File: src/rtl/acc_seq_pkg.sv
package acc_seq_pkg;

  typedef enum logic [4:0] {
    S_FETCH, S_DECODE, S_OPND, S_IDX, S_MADDR, S_MREAD, S_EXEC, S_WB,
    S_JLO, S_JHI, S_PSETUP, S_PHA, S_PHW, S_PLA, S_PLW, S_CJMP,
    S_PUA, S_PUW, S_SPDEC, S_PRD
  } seq_state_t;

  typedef enum logic [3:0] {
    K_ADDI, K_ADDD, K_ADDX, K_ADDM, K_JMP, K_JC, K_CALL,
    K_PUSH, K_POPA, K_POPX, K_NOP
  } op_kind_t;

  localparam logic [7:0] OP_ADD_IMM = 8'h01;
  localparam logic [7:0] OP_ADD_DIR = 8'h02;
  localparam logic [7:0] OP_ADD_IDX = 8'h03;
  localparam logic [7:0] OP_ADD_MEM = 8'h04;
  localparam logic [7:0] OP_JMP     = 8'h10;
  localparam logic [7:0] OP_JC      = 8'h11;
  localparam logic [7:0] OP_CALL    = 8'h12;
  localparam logic [7:0] OP_PUSH_A  = 8'h20;
  localparam logic [7:0] OP_POP_A   = 8'h21;
  localparam logic [7:0] OP_POP_X   = 8'h22;

endpackage

File: src/rtl/acc_seq_add.sv
module acc_seq_add #(
  parameter int unsigned W = 8
) (
  input  logic [W-1:0] a,
  input  logic [W-1:0] b,
  input  logic         cin,
  output logic [W-1:0] sum,
  output logic         cout
);

  logic [W:0] c;
  assign c[0] = cin;

  for (genvar i = 0; i < W; i++) begin : g_bit
    assign sum[i]  = a[i] ^ b[i] ^ c[i];
    assign c[i+1]  = (a[i] & b[i]) | (c[i] & (a[i] ^ b[i]));
  end

  assign cout = c[W];

endmodule

File: src/rtl/acc_seq_decode.sv
module acc_seq_decode
  import acc_seq_pkg::*;
#(
  parameter int unsigned DATA_W = 8
) (
  input  logic [DATA_W-1:0] op,
  output op_kind_t          kind
);

  always_comb begin
    case (op)
      DATA_W'(OP_ADD_IMM): kind = K_ADDI;
      DATA_W'(OP_ADD_DIR): kind = K_ADDD;
      DATA_W'(OP_ADD_IDX): kind = K_ADDX;
      DATA_W'(OP_ADD_MEM): kind = K_ADDM;
      DATA_W'(OP_JMP):     kind = K_JMP;
      DATA_W'(OP_JC):      kind = K_JC;
      DATA_W'(OP_CALL):    kind = K_CALL;
      DATA_W'(OP_PUSH_A):  kind = K_PUSH;
      DATA_W'(OP_POP_A):   kind = K_POPA;
      DATA_W'(OP_POP_X):   kind = K_POPX;
      default:             kind = K_NOP;
    endcase
  end

endmodule

File: src/rtl/acc_seq_ctrl.sv
module acc_seq_ctrl
  import acc_seq_pkg::*;
(
  input  logic       clk,
  input  logic       rst_n,
  input  op_kind_t   kind,
  output seq_state_t st,
  output logic       done
);

  seq_state_t nxt;

  always_comb begin
    nxt = S_FETCH;
    case (st)
      S_FETCH:  nxt = S_DECODE;
      S_DECODE: begin
        case (kind)
          K_ADDI, K_ADDD, K_ADDX, K_ADDM,
          K_JMP, K_JC, K_CALL: nxt = S_OPND;
          K_PUSH:              nxt = S_PUA;
          K_POPA, K_POPX:      nxt = S_SPDEC;
          default:             nxt = S_FETCH;
        endcase
      end
      S_OPND: begin
        case (kind)
          K_ADDI:         nxt = S_EXEC;
          K_ADDX:         nxt = S_IDX;
          K_ADDD, K_ADDM: nxt = S_MADDR;
          default:        nxt = S_JLO;
        endcase
      end
      S_IDX:    nxt = S_MADDR;
      S_MADDR:  nxt = S_MREAD;
      S_MREAD:  nxt = S_EXEC;
      S_EXEC:   nxt = (kind == K_ADDM) ? S_WB : S_FETCH;
      S_WB:     nxt = S_FETCH;
      S_JLO:    nxt = S_JHI;
      S_JHI:    nxt = (kind == K_CALL) ? S_PSETUP : S_FETCH;
      S_PSETUP: nxt = S_PHA;
      S_PHA:    nxt = S_PHW;
      S_PHW:    nxt = S_PLA;
      S_PLA:    nxt = S_PLW;
      S_PLW:    nxt = S_CJMP;
      S_CJMP:   nxt = S_FETCH;
      S_PUA:    nxt = S_PUW;
      S_PUW:    nxt = S_FETCH;
      S_SPDEC:  nxt = S_PRD;
      S_PRD:    nxt = S_FETCH;
      default:  nxt = S_FETCH;
    endcase
  end

  always_ff @(posedge clk or negedge rst_n) begin
    if (!rst_n) st <= S_FETCH;
    else        st <= nxt;
  end

  assign done = rst_n && (nxt == S_FETCH);

endmodule

File: src/rtl/acc_seq_top.sv
module acc_seq_top
  import acc_seq_pkg::*;
#(
  parameter int unsigned DATA_W = 8
) (
  input  logic                  clk,
  input  logic                  rst_n,
  output logic [2*DATA_W-1:0]   imem_addr,
  input  logic [DATA_W-1:0]     imem_rdata,
  output logic [DATA_W-1:0]     dmem_addr,
  output logic                  dmem_re,
  output logic                  dmem_we,
  output logic [DATA_W-1:0]     dmem_wdata,
  input  logic [DATA_W-1:0]     dmem_rdata,
  output logic                  instr_done,
  output logic [DATA_W-1:0]     acc_o,
  output logic [DATA_W-1:0]     x_o,
  output logic [DATA_W-1:0]     sp_o,
  output logic [1:0]            flags_o
);

  localparam int unsigned PC_W = 2 * DATA_W;

  seq_state_t st;
  op_kind_t   kind;

  logic [PC_W-1:0]   pc_q, tgt_q;
  logic [DATA_W-1:0] acc_q, x_q, sp_q, ir_q, opnd_q, maddr_q, mdata_q;
  logic              c_q, z_q, jcy_q;

  logic [DATA_W-1:0] ex_b, ex_sum, jb_a, jb_b, jb_sum, ix_sum;
  logic              ex_cy, jb_cin, jb_cy, ix_cy;
  logic              take_jump;

  acc_seq_decode #(.DATA_W(DATA_W)) u_dec (
    .op   (ir_q),
    .kind (kind)
  );

  acc_seq_ctrl u_ctrl (
    .clk   (clk),
    .rst_n (rst_n),
    .kind  (kind),
    .st    (st),
    .done  (instr_done)
  );

  // accumulator adder
  assign ex_b = (kind == K_ADDI) ? opnd_q : mdata_q;
  acc_seq_add #(.W(DATA_W)) u_add_ex (
    .a (acc_q), .b (ex_b), .cin (1'b0), .sum (ex_sum), .cout (ex_cy)
  );

  // branch target adder, low half in S_JLO then high half in S_JHI
  always_comb begin
    if (st == S_JHI) begin
      jb_a   = pc_q[PC_W-1:DATA_W];
      jb_b   = {DATA_W{opnd_q[DATA_W-1]}};
      jb_cin = jcy_q;
    end else begin
      jb_a   = pc_q[DATA_W-1:0];
      jb_b   = opnd_q;
      jb_cin = 1'b0;
    end
  end
  acc_seq_add #(.W(DATA_W)) u_add_jb (
    .a (jb_a), .b (jb_b), .cin (jb_cin), .sum (jb_sum), .cout (jb_cy)
  );

  // index address adder
  acc_seq_add #(.W(DATA_W)) u_add_ix (
    .a (maddr_q), .b (x_q), .cin (1'b0), .sum (ix_sum), .cout (ix_cy)
  );

  assign take_jump = (kind == K_JMP) || ((kind == K_JC) && c_q);

  // memory ports
  assign imem_addr = pc_q;

  always_comb begin
    case (st)
      S_MADDR, S_MREAD, S_WB: dmem_addr = maddr_q;
      default:                dmem_addr = sp_q;
    endcase
    dmem_re = (st == S_MREAD) || (st == S_PRD);
    dmem_we = (st == S_WB) || (st == S_PHW) || (st == S_PLW) || (st == S_PUW);
    case (st)
      S_WB:    dmem_wdata = mdata_q;
      S_PHW:   dmem_wdata = pc_q[PC_W-1:DATA_W];
      S_PLW:   dmem_wdata = pc_q[DATA_W-1:0];
      default: dmem_wdata = acc_q;
    endcase
  end

  always_ff @(posedge clk or negedge rst_n) begin
    if (!rst_n) begin
      pc_q    <= '0;
      tgt_q   <= '0;
      acc_q   <= '0;
      x_q     <= '0;
      sp_q    <= '0;
      ir_q    <= '0;
      opnd_q  <= '0;
      maddr_q <= '0;
      mdata_q <= '0;
      c_q     <= 1'b0;
      z_q     <= 1'b0;
      jcy_q   <= 1'b0;
    end else begin
      case (st)
        S_FETCH: begin
          ir_q <= imem_rdata;
          pc_q <= pc_q + 1'b1;
        end
        S_OPND: begin
          opnd_q  <= imem_rdata;
          maddr_q <= imem_rdata;
          pc_q    <= pc_q + 1'b1;
        end
        S_IDX:   maddr_q <= ix_sum;
        S_MREAD: mdata_q <= dmem_rdata;
        S_EXEC: begin
          c_q <= ex_cy;
          z_q <= (ex_sum == '0);
          if (kind == K_ADDM) mdata_q <= ex_sum;
          else                acc_q   <= ex_sum;
        end
        S_JLO: begin
          tgt_q[DATA_W-1:0] <= jb_sum;
          jcy_q             <= jb_cy;
        end
        S_JHI: begin
          tgt_q[PC_W-1:DATA_W] <= jb_sum;
          if (take_jump) pc_q <= {jb_sum, tgt_q[DATA_W-1:0]};
        end
        S_PHW, S_PLW, S_PUW: sp_q <= sp_q + 1'b1;
        S_CJMP:  pc_q <= tgt_q;
        S_SPDEC: sp_q <= sp_q - 1'b1;
        S_PRD: begin
          if (kind == K_POPA) acc_q <= dmem_rdata;
          else                x_q   <= dmem_rdata;
        end
        default: ;
      endcase
    end
  end

  assign acc_o   = acc_q;
  assign x_o     = x_q;
  assign sp_o    = sp_q;
  assign flags_o = {z_q, c_q};

  logic unused_ok;
  assign unused_ok = ix_cy;

endmodule

File: config.mk
export PLATFORM = sky130hd
export DESIGN_NAME = acc_seq_top
export DESIGN_NICKNAME = d
export VERILOG_FILES = /design/src/rtl/acc_seq_pkg.sv /design/src/rtl/acc_seq_add.sv /design/src/rtl/acc_seq_decode.sv /design/src/rtl/acc_seq_ctrl.sv /design/src/rtl/acc_seq_top.sv
export SDC_FILE = /design/constraint.sdc
export NUM_CORES = 1
export LEC_CHECK = 0
export ABC_AREA = 1
export CAP_MARGIN = 10
export CORE_MARGIN = 2
export CORE_UTILIZATION = 56
export DETAILED_ROUTE_END_ITERATION = 10
export PLACE_DENSITY_LB_ADDON = 0.15
export SYNTH_ARGS = -nofsm -noshare
export SYNTH_HDL_FRONTEND = slang
export SYNTH_SLANG_ARGS = --single-unit
File: constraint.sdc
create_clock -name clk -period 6.1 [get_ports clk]
set_input_delay 1.22 -clock clk [delete_from_list [all_inputs] [get_ports clk]]
set_output_delay 1.22 -clock clk [all_outputs]
set_load 0.01 [all_outputs]
==> results by group <==
Die
  – Row cnt: 38
  – Initial Utilization: 57.1%
  – Total die area: 0.0119 sq mm
  – Core Area: around 0.011 sq mm
  – Die Y: 109 um
  – IO Pins: 79
  – Die span in x: 109 um

Worst setup path
  – Critical Path Start Type: flop
  – WP data required: ~6400 ps
  – Delay of the slowest critical-path stage: 460 ps
  – Crit path max fanout: 23
  – Critical Path Most Common Cell: fa_1
  – Worst Setup Path Type: reg2reg
  – Largest delay share family, worst path: adder cells
  – Crit-path slowest cell: dfrtp_1
  – Crit end category: flop
  – Critical Path AT: 5740 ps
  – CP Buf/Inv Count: 8

Clocking
  – Htree depth: 3
  – Worst-Skew Late Latency: 380 ps
  – # hold bufs at CTS: 0
  – Number of gates resized after cts: 0
  – CTS buffer count: 9
  – Clock slew at reported path FFs: 100 ps
  – CTS tree: yes
  – Setup bufs post-CTS: 0
  – Root Buffer Master: clkbuf_8
  – Clk sinks: 96
  – CTS Buffer Depth: 2

Detailed routing
  – Vias per inst: 5.59
  – Drc violations: 0
  – WL met3: 1050 um
  – Top Metal Used: met4
  – Vias: between 5000 and 6000
  – Initial DRC Count: 429
  – Detail Route Antenna Nets: 0
  – WL met1: 7610 um
  – Pre-antenna DRT Iters: 5
  – Met2 wire len: 7820 um
  – WL per Instance: 16.6 um
  – Post-Route WL: 16800 um

Final layout
  – P&R area growth vs syn: 17.2%
  – Final nets: slightly above 900
  – # diodes: 0
  – Filler instances: 939
  – Layout cells sized above 1: 7.45%
  – Layout Cells excl Fill: 1013
  – Finished Core Util: about 67%

Logic synthesis
  – Post-synth EDFFs: 0
  – Asr flop ratio synth: 100%
  – Yosys cell types: 40
  – Cell Area, Synth: 0.00617 sq mm
  – Yosys Warn Count: 0
  – Syn avg cell area: 7.74 sq um
  – Seq cells post-synth: 96
  – Post-synthesis sequential area ratio: 39.0%
  – Mapped Nets: around 850
  – Primary FF master, synth: dfrtp_1
  – Cell count after synthesis: roughly 800

GRT
  – Gr usage total: about 30%
  – Initial antenna violation count: 0
  – Largest net degree at the start of global routing: 54
  – Vias in the first global route: 5333
  – Total gr overflow: 0
  – First-pass GRT wire length: 26900 um

STA
  – Fmax: 185 MHz
  – # setup viols final: 0
  – Tmin final: 5410 ps
  – Final hold slack: 496 ps
  – Setup TNS Final: 0 ps
  – Unrepaired setup endpoints after global routing: false
  – Period utilization: 88.6%
  – Clk_skew: 14.1 ps
  – Tightest Pin Transition: roughly 1000 ps
  – Hold Vio Cnt, Final: 0
  – Slew margin rel.: between 30% and 40%
  – Max Slew Vio Count: 0

Power and ir drop
  – P_leak: 3.44 nW
  – Max VDD drop: about 0.00022 V
  – Tot Pwr: approximately 3.1 mW
  – PD cells: 430 mW/mm^2

Placed design
  – DP Wirelength: about 13000 um
  – Placed cell count: between 900 and 1000
  – RD Place Congestion: 0.961
  – Number of port buffers: 78

Min path
  – Hold crit path type: reg2reg

Run status
  – Status: finished, final reports clean

Run
  – Max-cap violations: 0
-- layout make-up --
cell class	instances	area [sq um]	area share (%)
inverters	109	417	5.76
well taps	140	175	2.42
clock buffers	12	165	2.28
flip-flops and latches	96	2400	33.2
multi-input cells	570	3210	44.4
clock inverters	4	51.3	0.710
repair buffers	82	808	11.2
-- layout by cell type, fill, tap and decap left out, drive strengths merged, types with 9 or more instances in the layout --
cell / count
mux2: 13
dfrtp: 96
clkbuf: 12
nor3: 11
o22ai: 10
fa: 22
o21ai: 104
nand2: 228
nand3: 31
clkdlybuf4s50: 77
o211ai: 11
nor2: 66
ha: 9
a21oi: 30
xor2: 14
inv: 108
-- path summary, 6_finish.rpt --
path / startpoint / end / slack (ps) / depth (start not counted)
min reg2reg: z_q$_DFFE_PN0N_ / z_q$_DFFE_PN0N_ / 500 / 2
min in group asynchronous: rst_n / imem_addr[10]$_DFFE_PN0P_ / 820 / 1
max: u_ctrl.st[1]$_DFF_PN0_ / imem_addr[15]$_DFFE_PN0P_ / 690 / 26
min: z_q$_DFFE_PN0N_ / z_q$_DFFE_PN0N_ / 500 / 2
max reg2reg: u_ctrl.st[1]$_DFF_PN0_ / imem_addr[15]$_DFFE_PN0P_ / 690 / 26
max in group asynchronous: rst_n / ir_q[1]$_DFFE_PN0P_ / 4110 / 2
-- cell families (layout without fill, tap and decap cells) --
family | after synthesis | in the layout | share of synthesized area (%)
AND/OR/NAND/NOR | 344 | 344 | 23.1
AO/OA/AOI/OAI | 164 | 164 | 15.0
buffers and inverters | 131 | 207 | 8.97
flip-flops | 96 | 96 | 39.0
adder cells (fa/ha/maj) | 31 | 31 | 8.97
multiplexers | 16 | 16 | 2.86
XOR/XNOR | 15 | 15 | 2.13
-- per-layer routing --
metal	vias to the layer above	track usage, %
met2	191	46.1
met4	0	10.1
met3	22	4.72
met1	2742	42.9
met5	-	0
li1	2703	-
-- cell usage after synthesis (all sizes together) (4+ instances only) --
cell | number | share of area, %
nand2 | 228 | 14
inv | 108 | 6.7
o21ai | 104 | 8.8
dfrtp | 96 | 39
nor2 | 66 | 4.6
nand3 | 31 | 2.5
a21oi | 30 | 2.6
fa | 22 | 7.1
buf | 14 | 1.7
xor2 | 14 | 2.0
mux2 | 13 | 2.4
nor3 | 11 | 1.2
o211ai | 11 | 1.3
o22ai | 10 | 1.0
ha | 9 | 1.8
clkbuf | 8 | 0.49
nand4 | 4 | 0.41
o21a | 4 | 0.49
-- flip-flops by register name, summed over array words and instances (netlist names) --
name and cells:
opnd_q 8, z_q 1, acc_o 8, tgt_q 16
maddr_q 8, mdata_q 8, jcy_q 1, u_ctrl.st 5
x_o 8, imem_addr 16, c_q 1, ir_q 8
sp_o 8
-- report_power, final --
part           switching [mW]  total [mW]  internal (mW)
logic                   0.918        1.56          0.647
clock network           0.243       0.466          0.224
registers               0.216        1.08          0.863
-- stage by stage --
stage	setup slack (ps)	instance area (sq um)
after floorplan	1150	6170
after global placement	915	7010
after detailed placement	777	7010
after CTS	734	7230
after global routing	245	7230
final	693	7230
-- worst reg2reg max path, cell delays in order (launching register included) --
cell	delay (ps)
dfrtp_1	460
inv_1	80
nand2_1	60
nor2_1	100
nand2_1	60
buf_4	190
inv_1	80
buf_4	230
nand2_1	180
o21ai_0	110
inv_1	80
fa_1	400
fa_1	400
fa_1	420
fa_1	400
fa_1	370
inv_1	80
fa_1	160
inv_1	50
fa_1	360
inv_1	80
fa_1	410
or2_2	310
o21ai_0	70
o21bai_1	130
nand2_1	60
nand2_1	60
Power figures use the tool's default switching activity.
